### src/rtl/refresh_pkg.sv
package refresh_pkg;

   typedef enum logic {
      SEQ_IDLE = 1'b0,
      SEQ_BUSY = 1'b1
   } seq_state_e;

   // Cycles between refreshes: whole period in cycles divided by row count.
   function automatic int unsigned refresh_interval(input int unsigned clk_khz,
                                                    input int unsigned period_us,
                                                    input int unsigned rows);
      longint unsigned total;
      total = (longint'(clk_khz) * longint'(period_us)) / 64'd1000;
      return int'(total / longint'(rows));
   endfunction

endpackage

### src/rtl/refresh_tick_gen.sv
module refresh_tick_gen #(
   parameter int unsigned INTERVAL = 1039
) (
   input  logic clk,
   input  logic rst_n,
   output logic tick
);
   localparam int unsigned CW = (INTERVAL > 1) ? $clog2(INTERVAL) : 1;
   localparam logic [CW-1:0] LAST = CW'(INTERVAL - 1);

   logic [CW-1:0] cnt_q;

   always_ff @(posedge clk or negedge rst_n) begin
      if (!rst_n) begin
         cnt_q <= '0;
      end else if (cnt_q == LAST) begin
         cnt_q <= '0;
      end else begin
         cnt_q <= cnt_q + 1'b1;
      end
   end

   assign tick = (cnt_q == LAST);

endmodule

### src/rtl/refresh_pend_ctr.sv
module refresh_pend_ctr #(
   parameter int unsigned PEND_MAX = 8
) (
   input  logic clk,
   input  logic rst_n,
   input  logic tick,
   input  logic take,
   output logic owed
);
   localparam int unsigned PW = $clog2(PEND_MAX + 1);
   localparam logic [PW-1:0] CAP = PW'(PEND_MAX);

   logic [PW-1:0] pend_q;

   always_ff @(posedge clk or negedge rst_n) begin
      if (!rst_n) begin
         pend_q <= '0;
      end else begin
         unique case ({tick, take})
            2'b10:   if (pend_q != CAP) pend_q <= pend_q + 1'b1;
            2'b01:   pend_q <= pend_q - 1'b1;
            default: pend_q <= pend_q;
         endcase
      end
   end

   assign owed = (pend_q != '0);

endmodule

### src/rtl/refresh_row_seq.sv
module refresh_row_seq
   import refresh_pkg::*;
#(
   parameter int unsigned ROWS        = 8192,
   parameter int unsigned BUSY_CYCLES = 4,
   localparam int unsigned ROW_W      = $clog2(ROWS)
) (
   input  logic             clk,
   input  logic             rst_n,
   input  logic             start,
   output logic             busy,
   output logic [ROW_W-1:0] row
);
   localparam int unsigned BW = $clog2(BUSY_CYCLES + 1);
   localparam logic [BW-1:0] BLOAD = BW'(BUSY_CYCLES - 1);
   localparam logic [ROW_W-1:0] ROW_LAST = ROW_W'(ROWS - 1);

   seq_state_e       state_q;
   logic [BW-1:0]    bcnt_q;
   logic [ROW_W-1:0] row_q;
   logic [ROW_W-1:0] row_next;

   generate
      if ((ROWS & (ROWS - 1)) == 0) begin : g_row_pow2
         assign row_next = row_q + 1'b1;
      end else begin : g_row_cmp
         assign row_next = (row_q == ROW_LAST) ? '0 : row_q + 1'b1;
      end
   endgenerate

   always_ff @(posedge clk or negedge rst_n) begin
      if (!rst_n) begin
         state_q <= SEQ_IDLE;
         bcnt_q  <= '0;
         row_q   <= '0;
      end else begin
         unique case (state_q)
            SEQ_IDLE: begin
               if (start) begin
                  state_q <= SEQ_BUSY;
                  bcnt_q  <= BLOAD;
               end
            end
            SEQ_BUSY: begin
               if (bcnt_q == '0) begin
                  state_q <= SEQ_IDLE;
                  row_q   <= row_next;
               end else begin
                  bcnt_q <= bcnt_q - 1'b1;
               end
            end
            default: state_q <= SEQ_IDLE;
         endcase
      end
   end

   assign busy = (state_q == SEQ_BUSY);
   assign row  = row_q;

endmodule

### src/rtl/refresh_scheduler.sv
module refresh_scheduler
   import refresh_pkg::*;
#(
   parameter int unsigned ROWS        = 8192,
   parameter int unsigned CLK_KHZ     = 133000,
   parameter int unsigned PERIOD_US   = 64000,
   parameter int unsigned BUSY_CYCLES = 4,
   parameter int unsigned PEND_MAX    = 8,
   localparam int unsigned ROW_W      = $clog2(ROWS),
   localparam int unsigned INTERVAL   = refresh_interval(CLK_KHZ, PERIOD_US, ROWS)
) (
   input  logic             clk,
   input  logic             rst_n,
   input  logic             ref_grant,
   output logic             ref_req,
   output logic [ROW_W-1:0] ref_row,
   output logic             ref_busy
);
   generate
      if (ROWS < 2) begin : g_bad_rows
         $error("refresh_scheduler: ROWS must be at least 2");
      end
      if (BUSY_CYCLES < 1) begin : g_bad_busy
         $error("refresh_scheduler: BUSY_CYCLES must be at least 1");
      end
      if (PEND_MAX < 1) begin : g_bad_pend
         $error("refresh_scheduler: PEND_MAX must be at least 1");
      end
      if (INTERVAL < BUSY_CYCLES + 2) begin : g_bad_interval
         $error("refresh_scheduler: interval too short for the busy window");
      end
   endgenerate

   logic tick;
   logic owed;
   logic take;
   logic busy;

   refresh_tick_gen #(
      .INTERVAL (INTERVAL)
   ) u_tick (
      .clk   (clk),
      .rst_n (rst_n),
      .tick  (tick)
   );

   refresh_pend_ctr #(
      .PEND_MAX (PEND_MAX)
   ) u_pend (
      .clk   (clk),
      .rst_n (rst_n),
      .tick  (tick),
      .take  (take),
      .owed  (owed)
   );

   refresh_row_seq #(
      .ROWS        (ROWS),
      .BUSY_CYCLES (BUSY_CYCLES)
   ) u_seq (
      .clk   (clk),
      .rst_n (rst_n),
      .start (take),
      .busy  (busy),
      .row   (ref_row)
   );

   assign ref_req  = owed & ~busy;
   assign take     = ref_req & ref_grant;
   assign ref_busy = busy;

endmodule

### config.mk
export PLATFORM = sky130hd
export DESIGN_NAME = refresh_scheduler
export DESIGN_NICKNAME = d
export VERILOG_FILES = /design/src/rtl/refresh_pkg.sv /design/src/rtl/refresh_tick_gen.sv /design/src/rtl/refresh_pend_ctr.sv /design/src/rtl/refresh_row_seq.sv /design/src/rtl/refresh_scheduler.sv
export SDC_FILE = /design/constraint.sdc
export NUM_CORES = 1
export LEC_CHECK = 0
export BUFFER_PORTS_ARGS = -buffer_cell sky130_fd_sc_hd__buf_2
export CORE_AREA = 2 2 76 78
export CTS_CLUSTER_DIAMETER = 80
export CTS_CLUSTER_SIZE = 8
export DETAILED_ROUTE_END_ITERATION = 8
export DIE_AREA = 0 0 78 80
export SYNTH_ARGS = -nofsm -noshare
export SYNTH_HDL_FRONTEND = slang
export SYNTH_SLANG_ARGS = --single-unit
### constraint.sdc
create_clock -name clk -period 6.4 [get_ports clk]
set_clock_uncertainty 0.2 [all_clocks]
set_input_delay 0.64 -clock clk [delete_from_list [all_inputs] [get_ports clk]]
set_output_delay 0.64 -clock clk [all_outputs]
set_load 0.005 [all_outputs]
* Yosys cells after proc, flatten, opt, wreduce, memory -nomap -nowiden
Cells that the tools add are included.
Word-level totals: bits in registers 32, bits of input ports 3, output and inout bits 15, word-level logic and storage cells 35
Cells by class: $add $sub $neg 5, eq/ne operators 7, mux-type cells 9, bitwise logic cells 3, reductions and logical operators 6
Operators by type and width (number):
- 13-bit by 1-bit adder with 13-bit output (second input constant) | 1
- 11-bit by 1-bit adder with 11-bit output (second input constant) | 1
- 11-bit equality test (second input constant) | 1
- 11-bit two-way mux | 1
- 4-bit one-hot mux with 2 select lines | 1
- 3-bit two-way mux | 2
- 3-bit one-hot mux with 2 select lines | 1
- 2-bit AND reduction | 3
- 4-bit by 1-bit adder with 4-bit output (second input constant) | 1
- 4-bit two-way mux | 1
- 2-bit by 1-bit inequality test with 1-bit output (second input constant) | 2
- 4-bit inequality test (second input constant) | 1
- 4-bit nonzero test | 1
- 4-bit by 1-bit subtractor with 4-bit output (second input constant) | 1
- 3-bit logical NOT | 1
- 3-bit by 1-bit subtractor with 3-bit output (second input constant) | 1
- 1-bit AND | 2
- 2-bit by 1-bit equality test with 1-bit output (second input constant) | 1
- 2-bit equality test (second input constant) | 1
- 1-bit two-way mux | 2
- 2-bit inequality test (second input constant) | 1
- 1-bit one-hot mux with 2 select lines | 1
- 2-bit nonzero test | 1
- 1-bit NOT | 1

* Longest topological paths before layout
Gate-level depths: netlist (run 1).
depth in word-level cells 6, mapped depth 12, mapped depth without buffers 11

* By module
From an unflattened synthesis (run 1), not the netlist that was laid out.
Unflattened totals: cells, all modules 147, area, all modules 1682.9 um^2
Modules (own cells, without submodules):
- refresh_row_seq | instances 1, cells an instance 72, area each 859.6 um^2, sequential area each 425.4 um^2
- refresh_tick_gen | instances 1, cells an instance 47, area each 533.0 um^2, sequential area each 275.3 um^2
- refresh_pend_ctr | instances 1, cells an instance 26, area each 275.3 um^2, sequential area each 100.1 um^2
- refresh_scheduler | instances 1, cells an instance 2, area each 15.0 um^2, sequential area each 0.0 um^2

* Least setup slack after synthesis (run 1)
OpenSTA, ideal clock, no wires.
path type register to register, start register u_tick.cnt_q[5], end register u_pend.pend_q[3], library setup time 0.087 ns, data arrival time 2.718 ns, setup slack 3.395 ns, cell stages (with the launch flop) 11, buffers on the path 1, clock period less this slack 3.005 ns, cell sequence dfrtp_1 or4b_4 nor4_4 buf_6 or2b_4 inv_2 ha_1 a21o_1 a21o_1 or4_2 o2111ai_2
Between the ends: cells in the longest elaborated chain, start to end 4, elaborated cells on any way between the ends 7
Ends and longest elaborated chain:
- from (decl) | line refresh_tick_gen.sv:11 | logic [CW-1:0] cnt_q;
- from (signal assigned) | line refresh_tick_gen.sv:19 | cnt_q <= cnt_q + 1'b1;
- 11-bit equality test (*) | line refresh_tick_gen.sv:23 | assign tick = (cnt_q == LAST);
- 2-bit equality test / 2-bit by 1-bit equality test with 1-bit output (equally long branches) | line refresh_pend_ctr.sv:19 | unique case ({tick, take})
- 2-bit by 1-bit inequality test with 1-bit output (no line) / 2-bit nonzero test (equally long branches)
- 2-bit AND reduction (no line)
- to (signal assigned) | line refresh_pend_ctr.sv:20 | 2'b10: if (pend_q != CAP) pend_q <= pend_q + 1'b1;
- to (signal assigned) | line refresh_pend_ctr.sv:21 | 2'b01: pend_q <= pend_q - 1'b1;
- to (signal assigned) | line refresh_pend_ctr.sv:22 | default: pend_q <= pend_q;
- to (decl) | line refresh_pend_ctr.sv:13 | logic [PW-1:0] pend_q;
Mark *: on every way between the ends. The rest lies on a longest branch, timed or not. A chain may end at the register's enable or synchronous reset.

* Final worst setup path (run 1)
Same ends and word-level chain as after synthesis.

==> results.json, run 1 <==
{
  "outcome": "finished clean",
  "seq_area_frac_synth": 0.505,
  "synth_simple_gate_area_frac": 0.196,
  "p_leak_uw": 0.000901,
  "syn-cell-area_um2": 1590,
  "cts_buffers": 5,
  "grt_pass1_vias": 1064,
  "synth_nets": 152,
  "die_height_um": 80,
  "drt_iter0_markers": 51,
  "avgSynthCellArea_um2": 11.3,
  "period_share": 0.517,
  "holdBufCountCts": 0,
  "wirelength_met1_mm": 1.35,
  "synth_cell_types": 34,
  "die_area_um2": 6240,
  "startpoint_type": "flop",
  "fin_nets": 175,
  "dp_hpwl_mm": 1.92,
  "rsz0062_at_grt": "no",
  "gr-total-overflow": 0,
  "finalWorstSetupSlack_ns": 3.09,
  "synth_edf_count": 0,
  "finalSetupTns_ns": 0,
  "clock-sinks": 32,
  "post_drt_via_cell_ratio": 4.46,
  "relSlewSlack": 0.519,
  "slew_viol_final": 0,
  "cp-end-kind": "flop",
  "cts_resized": 0,
  "synth_xor_area_frac": 0.127,
  "cts_tree": "yes",
  "fmax_ghz": 0.302,
  "setup_viol": 0,
  "cts_setup_buffers": 0,
  "vias": 1058,
  "path_max_fanout": 11,
  "die_x_um": 78,
  "ios": 18,
  "yosys-top-cells-area": "dfrtp_1, xnor2_1, ha_1, xor2_1, nand3_1",
  "clkSlewWorstSetupHoldPaths_ns": 0.06,
  "ant_nets": 0,
  "drive_above_1_share": 0.206,
  "synth_seq_cells": 32,
  "min_path_type": "input port to async pin",
  "dr.max_layer_used": "met4",
  "grt_pass1_wl_mm": 4.85,
  "yosysWarningCount": 0,
  "dr.pass1.iters": 4,
  "wire_per_inst_um": 11.4,
  "insertion_delay_ns": 0.28,
  "synth_fa_ha_area_frac": 0.0678,
  "cp_data_required_time_ns": 6.39,
  "synth_top_area_cell": "dfrtp_1",
  "rows": 27,
  "hold_viol": 0,
  "clock_path_buffers": 2,
  "grt_use_total": 0.101,
  "drc": 0,
  "pwr_density_cell_nw_per_um2": 368,
  "synth_compound_area_frac": 0.0410,
  "cts-root-buf": "clkbuf_8",
  "start_util": 0.294,
  "cp.arrival_ns": 3.30,
  "path_class": "flop to flop",
  "async_flop_share": 1.00,
  "worst_pin_slew_ns": 0.721,
  "final_common_cell": "dfrtp_1",
  "antenna_found_initial": 0,
  "period_needed_ns": 3.31,
  "synth_top_area_share": 0.505,
  "grt_max_degree": 33,
  "synth-main-ff-cell": "dfrtp_1",
  "coreArea_um2": 5410,
  "antennaDiodeCount": 0,
  "drt_wl_total_mm": 2.71,
  "synth_top_family_by_area": "simple AND/OR/NAND/NOR gates",
  "area_growth_pct": 17.1,
  "io_buffers": 17,
  "dp_slack_ns": 3.09,
  "netlist_instances": 141,
  "drv_cap": 0,
  "met2_length_mm": 1.19,
  "ir_drop_mv": 0.109,
  "gp_congestion": 0.751,
  "final_cell_mix": "dfrtp_1, buf_2, xnor2_1, nor2_1, nand2_1",
  "synthMuxAreaShare": 0.0371,
  "final_core_util": 0.344,
  "wl_met3_um": 129,
  "htreeDepth": 2
}
## report_power, final
part           leakage (uW)  switching, uW  internal (uW)
combinational      0.000437            103            108
clock             0.0000552           72.3            115
sequential         0.000408           40.4            244
total              0.000901            215            468
## cell usage after synthesis, types with 2 or more instances
| master | instances |
|---|---|
| dfrtp_1 | 32 |
| xnor2_1 | 14 |
| nand2_1 | 11 |
| nor2_1 | 11 |
| nand3_1 | 9 |
| xor2_1 | 9 |
| ha_1 | 7 |
| inv_1 | 7 |
| and3_1 | 4 |
| nand2b_1 | 3 |
| nand4_1 | 3 |
| nor3_1 | 3 |
| o21ai_0 | 3 |
| a21o_1 | 2 |
| a21oi_1 | 2 |
| and4_1 | 2 |
| mux2_2 | 2 |
## metrics by stage
step                      instance area [um2]  total power [uW]  std cells  hold WS (ns)
after detailed placement                 1750               503        229         0.264
after CTS                                1860               696        237         0.239
after global routing                     1860               743        237         0.249
after global placement                   1750               498        229         0.254
after floorplan                          1590               441        141         0.144
final                                    1860               684        237         0.214
## area by class of cell
class	instances	area, um2
inverters	8	30.0
flip-flops and latches	32	801
fillers	558	3550
multi-input cells	100	744
well taps	72	90.1
repair buffers	17	85.1
clock buffers	6	72.6
clock inverters	2	35.0
## logic make-up (layout without fill, tap and decap cells)
kind of cell             count (synthesis)  after routing
multiplexers                             5              5
AND/OR/NAND/NOR                         55             55
flip-flops                              32             32
adder cells (fa/ha/maj)                  8              8
buffers and inverters                    9             33
XOR/XNOR                                23             23
AO/OA/AOI/OAI                            9              9
## critical path, cell delays in order (launching register included)
cell	delay (ns)
dfrtp_1	0.42
or4b_4	0.56
nor4_4	0.47
or2b_4	0.24
inv_2	0.05
ha_1	0.26
a21o_1	0.19
a21o_1	0.18
or4_2	0.55
o2111ai_2	0.11
## flip-flops by register name, indices dropped and copies added, names as in the netlist
register       count
u_pend.pend_q      4
u_seq.bcnt_q       3
u_seq.busy         1
u_seq.row         13
u_tick.cnt_q      11
## final timing paths
kind,cells after the start,to,from,slack [ns]
min in group clk,1,u_seq.row[12],u_seq.row[12],0.27
min reg2reg,1,u_seq.row[12],u_seq.row[12],0.27
max,9,u_pend.pend_q[3],u_tick.cnt_q[5],3.09
max in group asynchronous,1,u_seq.row[7],rst_n,5.32
max reg2reg,9,u_pend.pend_q[3],u_tick.cnt_q[5],3.09
min,1,u_tick.cnt_q[2],rst_n,0.21
## per-layer routing
metal,global-route usage,up-vias
met5,0,-
met4,0.0421,0
met3,0.0441,7
met2,0.157,15
met1,0.123,506
li1,-,530
No activity file was read; power rests on OpenSTA's default activity.
==> inputs of run 2 (changes only) <==
--- a/config.mk
+++ b/config.mk
@@ -5,12 +5,13 @@
 export SDC_FILE = /design/constraint.sdc
 export NUM_CORES = 1
 export LEC_CHECK = 0
+export ABC_AREA = 1
 export BUFFER_PORTS_ARGS = -buffer_cell sky130_fd_sc_hd__buf_2
-export CORE_AREA = 2 2 76 78
+export CORE_AREA = 2 2 80 82
 export CTS_CLUSTER_DIAMETER = 80
 export CTS_CLUSTER_SIZE = 8
 export DETAILED_ROUTE_END_ITERATION = 8
-export DIE_AREA = 0 0 78 80
+export DIE_AREA = 0 0 82 84
 export SYNTH_ARGS = -nofsm -noshare
 export SYNTH_HDL_FRONTEND = slang
 export SYNTH_SLANG_ARGS = --single-unit
==> constraint.sdc (replaced) <==
create_clock -name clk -period 2.69 [get_ports clk]
set_clock_uncertainty 0.2 [all_clocks]
set_input_delay 0.269 -clock clk [delete_from_list [all_inputs] [get_ports clk]]
set_output_delay 0.269 -clock clk [all_outputs]
set_load 0.005 [all_outputs]
==> run 2 against run 1 <==
Net effect: sequential power up 120%; setup slack worse by 2.7 ns; first-iteration DRC count up 7.8%; combinational power up 130%; non-clock buffer count up 1; fmax up 43%; register-to-register slack worse by 2.7 ns; largest cell class is now multi-input combinational cells; core utilization down 1.2 points; sequential share of layout area down 3.5 points; synthesized area up 9.7%; critical endpoint unchanged.
==> results.json, run 2 <==
{
  "outcome": "finished clean",
  "r2r_cells": 15,
  "final_cell_mix": "nand2_1, inv_1, dfrtp_1, nor2_1, buf_2",
  "worst_pin_slew_ns": 0.713,
  "hold_path_depth": 3,
  "synth_top_area_cell": "dfrtp_1",
  "switching_share": 0.350,
  "startpoint_type": "flop",
  "internal_power_uw": 980,
  "gp_congestion": 0.802,
  "ant_nets": 0,
  "grt_use_total": 0.0996,
  "ir_drop_mv": 0.514,
  "finalWorstSetupSlack_ns": 0.379,
  "coreArea_um2": 6100,
  "crit_path_frequent_cell": "nand2_1",
  "grt_max_degree": 33,
  "io_buffers": 17,
  "netlist_top_cells_count": "nand2_1, dfrtp_1, inv_1, nor2_1",
  "synth_cell_types": 28,
  "drive_above_1_share": 0.219,
  "cp.arrival_ns": 2.29,
  "relSlewSlack": 0.525,
  "netlist_instances": 198,
  "cp_slowest_cell": "dfrtp_1",
  "cts-root-buf": "clkbuf_8",
  "pwr_density_cell_nw_per_um2": 744,
  "period_needed_ns": 2.31,
  "cts_tree": "yes",
  "dp_hpwl_mm": 2.28,
  "cp_data_required_time_ns": 2.67,
  "path_max_fanout": 5,
  "synth_edf_count": 0,
  "pwr-share-comb": 0.324,
  "ios": 18,
  "synth_top_area_share": 0.460,
  "vias": 1271,
  "setup_viol": 0,
  "drc": 0,
  "avgSynthCellArea_um2": 8.79,
  "htreeDepth": 2,
  "drv_cap": 0,
  "seq_area_frac_synth": 0.460,
  "worst-path-buf-inv": 3,
  "insertion_delay_ns": 0.28,
  "clock_path_buffers": 2,
  "seqPwrFrac": 0.426,
  "cp-end-kind": "flop",
  "die_area_um2": 6890,
  "crit_cells": 15,
  "fmax_ghz": 0.433,
  "drt_wl_total_mm": 2.91,
  "switchingPower_uw": 527,
  "dp_cells": 292,
  "cts_buffers": 5,
  "path_class": "flop to flop",
  "largest_reg_flops": 13,
  "final_common_cell": "nand2_1",
  "period_share": 0.859,
  "rsz0062_at_grt": "no",
  "grt_pass1_wl_mm": 5.36,
  "min-delay-start": "ref_grant",
  "hold_viol": 0,
  "finalSetupTns_ns": 0,
  "async_flop_share": 1.00,
  "min_path_type": "input port to flop",
  "crit_family": "simple AND/OR/NAND/NOR gates",
  "yosys-top-cells-area": "dfrtp_1, nand2_1, inv_1, xor2_1, ha_1",
  "clock-sinks": 32,
  "dp_slack_ns": 0.356,
  "fin_nets": 234,
  "crit_start": "u_tick.cnt_q[0]",
  "slew_viol_final": 0,
  "post_drt_via_cell_ratio": 4.22,
  "whs_ns": 0.181,
  "r2r_start": "u_tick.cnt_q[0]",
  "wire_per_inst_um": 9.65,
  "area_growth_pct": 16.3,
  "slowest_delay_ns": 0.41,
  "clkSlewWorstSetupHoldPaths_ns": 0.07,
  "antennaDiodeCount": 0,
  "gr-total-overflow": 0,
  "instances_no_fill": 301,
  "dr.pass1.iters": 4,
  "crit_chain": "inv_1 > ha_1 > nand2_1 > nor2_2 > nand2_2 > nand2_4 > inv_1 > ha_1 > a21o_1 > a21oi_1 > inv_1 > nand2_2 > nand2_1 > nand2_1 > nand2_1",
  "rows": 29,
  "synth.most_common_cell": "nand2_1",
  "p_leak_uw": 0.00107,
  "start_util": 0.286,
  "clockPowerShare": 0.250,
  "synth-main-ff-cell": "dfrtp_1",
  "die_height_um": 84,
  "synth_seq_cells": 32,
  "drt_iter0_markers": 55,
  "syn-cell-area_um2": 1740,
  "die_x_um": 82,
  "antenna_found_initial": 0,
  "synth_nets": 209,
  "yosysWarningCount": 0,
  "grt_pass1_vias": 1232
}
==> run 2: cell families (layout without fill, tap and decap cells) <==
logic type | count (synthesis) | in the layout | synth area share
XOR/XNOR | 15 | 15 | 0.0755
adder cells (fa/ha/maj) | 8 | 8 | 0.0618
buffers and inverters | 34 | 60 | 0.0740
AND/OR/NAND/NOR | 97 | 97 | 0.286
AO/OA/AOI/OAI | 12 | 12 | 0.0424
flip-flops | 32 | 32 | 0.460
==> run 2: through the flow <==
step | utilization | cell area (um2) | total power (uW)
2_1_floorplan | - | 1740 | 1020
3_3_place_gp | 0.315 | 1920 | 1140
3_5_place_dp | 0.315 | 1920 | 1150
4_1_cts | 0.332 | 2020 | 1540
5_1_grt | 0.332 | 2020 | 1650
6_report | 0.332 | 2020 | 1510
==> run 2: final timing paths <==
path	end	slack (ns)
max reg2reg	u_pend.pend_q[3]	0.38
max in group asynchronous	u_tick.cnt_q[10]	1.44
min reg2reg	u_seq.bcnt_q[0]	0.27
min in group asynchronous	u_seq.row[8]	0.38
min	u_seq.busy	0.18
max	u_pend.pend_q[3]	0.38
==> run 2: routing by layer <==
layer | GRT usage | routed length, um | vias up
li1 | - | - | 660
met1 | 0.128 | 1390 | 594
met2 | 0.157 | 1380 | 13
met3 | 0.0357 | 105 | 4
met4 | 0.0273 | 22 | 0
met5 | 0 | 0 | -
==> run 2: power groups by stage <==
stage | sequential (uW) | combinational, uW | clock [uW]
after CTS | 642 | 500 | 395
final | 641 | 488 | 377
after global routing | 656 | 583 | 415
after detailed placement | 650 | 499 | 0
after global placement | 649 | 491 | 0
after floorplan | 640 | 379 | 0
==> run 2: worst reg2reg max path: stages, from the launching register on <==
cell and delay (ns):
dfrtp_1 0.41, inv_1 0.07, ha_1 0.17, nand2_1 0.08, nor2_2 0.09, nand2_2 0.09, nand2_4 0.12, inv_1 0.07
ha_1 0.27, a21o_1 0.17, a21oi_1 0.19, inv_1 0.08, nand2_2 0.07, nand2_1 0.05, nand2_1 0.05, nand2_1 0.04
==> run 2: layout make-up <==
| type | instances | area, um2 |
|---|---|---|
| clock inverter | 2 | 10.0 |
| inverter | 34 | 129 |
| tap | 77 | 96.3 |
| clock buffer | 6 | 82.6 |
| multi-input combinational | 132 | 811 |
| timing repair buffer | 18 | 95.1 |
| sequential | 32 | 801 |
| fill | 665 | 4070 |
==> run 2: repair_timing <==
item	CTS	global route
setup buffers	0	0
endpoints found under the hold margin	32	0
hold buffers	1	0
resized for setup	0	0
==> inputs of run 3 (changes only) <==
--- a/config.mk
+++ b/config.mk
@@ -7,11 +7,12 @@
 export LEC_CHECK = 0
 export ABC_AREA = 1
 export BUFFER_PORTS_ARGS = -buffer_cell sky130_fd_sc_hd__buf_2
-export CORE_AREA = 2 2 80 82
+export CORE_AREA = 2 2 81 83
 export CTS_CLUSTER_DIAMETER = 80
 export CTS_CLUSTER_SIZE = 8
 export DETAILED_ROUTE_END_ITERATION = 8
-export DIE_AREA = 0 0 82 84
+export DIE_AREA = 0 0 83 85
 export SYNTH_ARGS = -nofsm -noshare
 export SYNTH_HDL_FRONTEND = slang
+export SYNTH_HIERARCHICAL = 1
 export SYNTH_SLANG_ARGS = --single-unit
==> run 3 against run 2 <==
Net effect: hold slack improved by 0.098 ns; first-iteration DRC count increased by 11%; clock power increased by 6.9%; setup slack improved by 0.031 ns; routed wire length increased by 7.5%; critical path depth increased by 2; sequential power increased by 0.8%; die area increased by 2.4%; non-clock buffer count unchanged; clock-buffer cell count increased by 1; largest cell class unchanged.
==> results.json, run 3 <==
{
  "die_height_um": 85,
  "synth_compound_area_frac": 0.0337,
  "clkSlewWorstSetupHoldPaths_ns": 0.06,
  "yosys-top-cells-area": "dfrtp_1, nand2_1, inv_1, nor2_1, ha_1",
  "pwr-share-comb": 0.304,
  "die_x_um": 83,
  "cp.arrival_ns": 2.24,
  "ios": 18,
  "drv_cap": 0,
  "cts-root-buf": "clkbuf_8",
  "cp_slowest_cell": "dfrtp_1",
  "gr-total-overflow": 0,
  "seqPwrFrac": 0.429,
  "synth_edf_count": 0,
  "min_path_type": "input port to flop",
  "r2r_start": "u_tick/cnt_q[0]",
  "synth_top_family_by_area": "simple AND/OR/NAND/NOR gates",
  "synthMuxAreaShare": 0,
  "area_growth_pct": 16.1,
  "finalSetupTns_ns": 0,
  "io_buffers": 17,
  "rows": 29,
  "grt_use_total": 0.0979,
  "crit_family": "simple AND/OR/NAND/NOR gates",
  "internal_power_uw": 982,
  "dr.pass1.iters": 4,
  "min-delay-start": "ref_grant",
  "pwr_density_cell_nw_per_um2": 728,
  "cts_setup_buffers": 0,
  "die_area_um2": 7060,
  "clock_path_buffers": 2,
  "synth_top_area_share": 0.449,
  "synth_fa_ha_area_frac": 0.0421,
  "cts_tree": "yes",
  "switchingPower_uw": 524,
  "cts_buffers": 5,
  "vias": 1388,
  "ir_drop_mv": 0.414,
  "drt_wl_total_mm": 3.12,
  "wirelength_met1_mm": 1.46,
  "synth_xor_area_frac": 0.0779,
  "synth.most_common_cell": "nand2_1",
  "path_max_fanout": 6,
  "outcome": "finished clean",
  "clockPowerShare": 0.268,
  "antennaDiodeCount": 0,
  "final_cell_mix": "nand2_1, inv_1, dfrtp_1, nor2_1, buf_2",
  "drt_iter0_markers": 61,
  "fmax_ghz": 0.439,
  "crit_chain": "inv_1 > ha_1 > nand2_1 > nor2_1 > nand3_1 > inv_1 > inv_1 > nand2_2 > nand2_1 > nand2_1 > inv_1 > ha_1 > inv_1 > nand2_1 > xnor2_1 > nand2_1 > o21ai_0",
  "synth-main-ff-cell": "dfrtp_1",
  "crit_start": "u_tick/cnt_q[0]",
  "slowest_delay_ns": 0.42,
  "setup_viol": 0,
  "slew_viol_final": 0,
  "yosysWarningCount": 6,
  "syn-cell-area_um2": 1780,
  "rsz0062_at_grt": "no",
  "worst-path-buf-inv": 5,
  "antenna_found_initial": 0,
  "synth_nets": 220,
  "wire_per_inst_um": 9.97,
  "coreArea_um2": 6200,
  "htreeDepth": 2,
  "period_share": 0.848,
  "grt_pass1_wl_mm": 5.71,
  "wl_met3_um": 163,
  "insertion_delay_ns": 0.29,
  "p_leak_uw": 0.00115,
  "period_needed_ns": 2.28,
  "grt_pass1_vias": 1373,
  "largest_reg_flops": 13,
  "avgSynthCellArea_um2": 8.45,
  "worst_pin_slew_ns": 0.724,
  "cts_resized": 0,
  "grt_max_degree": 33,
  "cp-end-kind": "flop",
  "synth_seq_cells": 32,
  "startpoint_type": "flop",
  "drc": 0,
  "clock-sinks": 32,
  "ant_nets": 0,
  "gp_congestion": 0.832,
  "netlist_instances": 211,
  "hold_viol": 0,
  "relSlewSlack": 0.517,
  "switching_share": 0.348,
  "drive_above_1_share": 0.203,
  "async_flop_share": 1.00,
  "finalWorstSetupSlack_ns": 0.410,
  "dr.max_layer_used": "met4",
  "start_util": 0.287,
  "dp_hpwl_mm": 2.29,
  "final_common_cell": "nand2_1",
  "met2_length_mm": 1.47,
  "netlist_top_cells_count": "nand2_1, inv_1, dfrtp_1, nor2_1, nand3_1",
  "path_class": "flop to flop",
  "fin_nets": 245,
  "cp_data_required_time_ns": 2.65,
  "post_drt_via_cell_ratio": 4.43,
  "synth_cell_types": 26,
  "synth_simple_gate_area_frac": 0.324,
  "synth_top_area_cell": "dfrtp_1",
  "dp_slack_ns": 0.399,
  "seq_area_frac_synth": 0.449
}
## run 3: cell types whose count changed after synthesis, sizes merged, moves of 2 or more
| cell | delta |
|---|---|
| xnor2 | +3 |
| nand2 | +7 |
| nor3 | -2 |
| xor2 | -3 |
| a21oi | -4 |
| nand4 | +3 |
| nand3 | +6 |
| o21ai | +2 |
| nor2 | +2 |
| inv | +2 |
## run 3: per-layer routing
metal / global-route usage / vias to the layer above
met5: 0 / -
met4: 0.0283 / 0
met3: 0.0447 / 3
met2: 0.166 / 21
met1: 0.112 / 658
li1: - / 706
## run 3: path summary, 6_finish.rpt
check / endpoint / slack, ns / cells after the start
max in group asynchronous: u_tick/cnt_q[10] / 1.45 / 2
hold / removal: u_pend/pend_q[3] / 0.28 / 6
setup reg to reg: u_pend/pend_q[2] / 0.41 / 17
setup / recovery: u_pend/pend_q[2] / 0.41 / 17
min in group asynchronous: u_seq/row[7] / 0.37 / 2
hold reg to reg: u_seq/row[12] / 0.31 / 2
## run 3: power groups by stage
stage / combinational [uW] / sequential [uW] / clock (uW)
floorplan: 355 / 644 / 0
global placement: 462 / 657 / 0
detailed placement: 463 / 655 / 0
CTS: 466 / 649 / 418
global route: 548 / 659 / 447
finish: 457 / 646 / 403
## run 3: logic make-up after synthesis
group                      count (synthesis)
AOI/OAI and AO/OA                         10
xor gates and xnor gates                  15
adders and majority gates                  6
buffers and inverters                     35
DFF                                       32
and+or+nand+nor                          113
## run 3: area by class of cell
class                   count  area [um2]
well taps                  77        96.3
multi-input cells         144         851
inverters                  35         131
fillers                   631        4130
clock buffers               7        96.3
repair buffers             18        95.1
flip-flops and latches     32         801
## run 3: tightest hold or removal path: stages
cell and delay, ns:
buf_2 0.09, inv_1 0.05, nor2_2 0.06, nand2_2 0.11, nand3_1 0.08, nand2_1 0.06
## run 3: repair_timing
item,in CTS,in global routing
endpoints found under the setup margin,0,0
hold buffers,1,0
hold endpoints to repair,32,0
## run 3: through the flow
| stage | util | area (um2) | cells | power (uW) | hold slack [ns] |
|---|---|---|---|---|---|
| global placement | 0.317 | 1960 | 305 | 1120 | 0.182 |
| CTS | 0.334 | 2070 | 313 | 1530 | 0.278 |
| finish | 0.334 | 2070 | 313 | 1510 | 0.279 |
| detailed placement | 0.317 | 1960 | 305 | 1120 | 0.180 |
| global route | 0.334 | 2070 | 313 | 1650 | 0.341 |
| floorplan | - | 1780 | 211 | 999 | -0.227 |
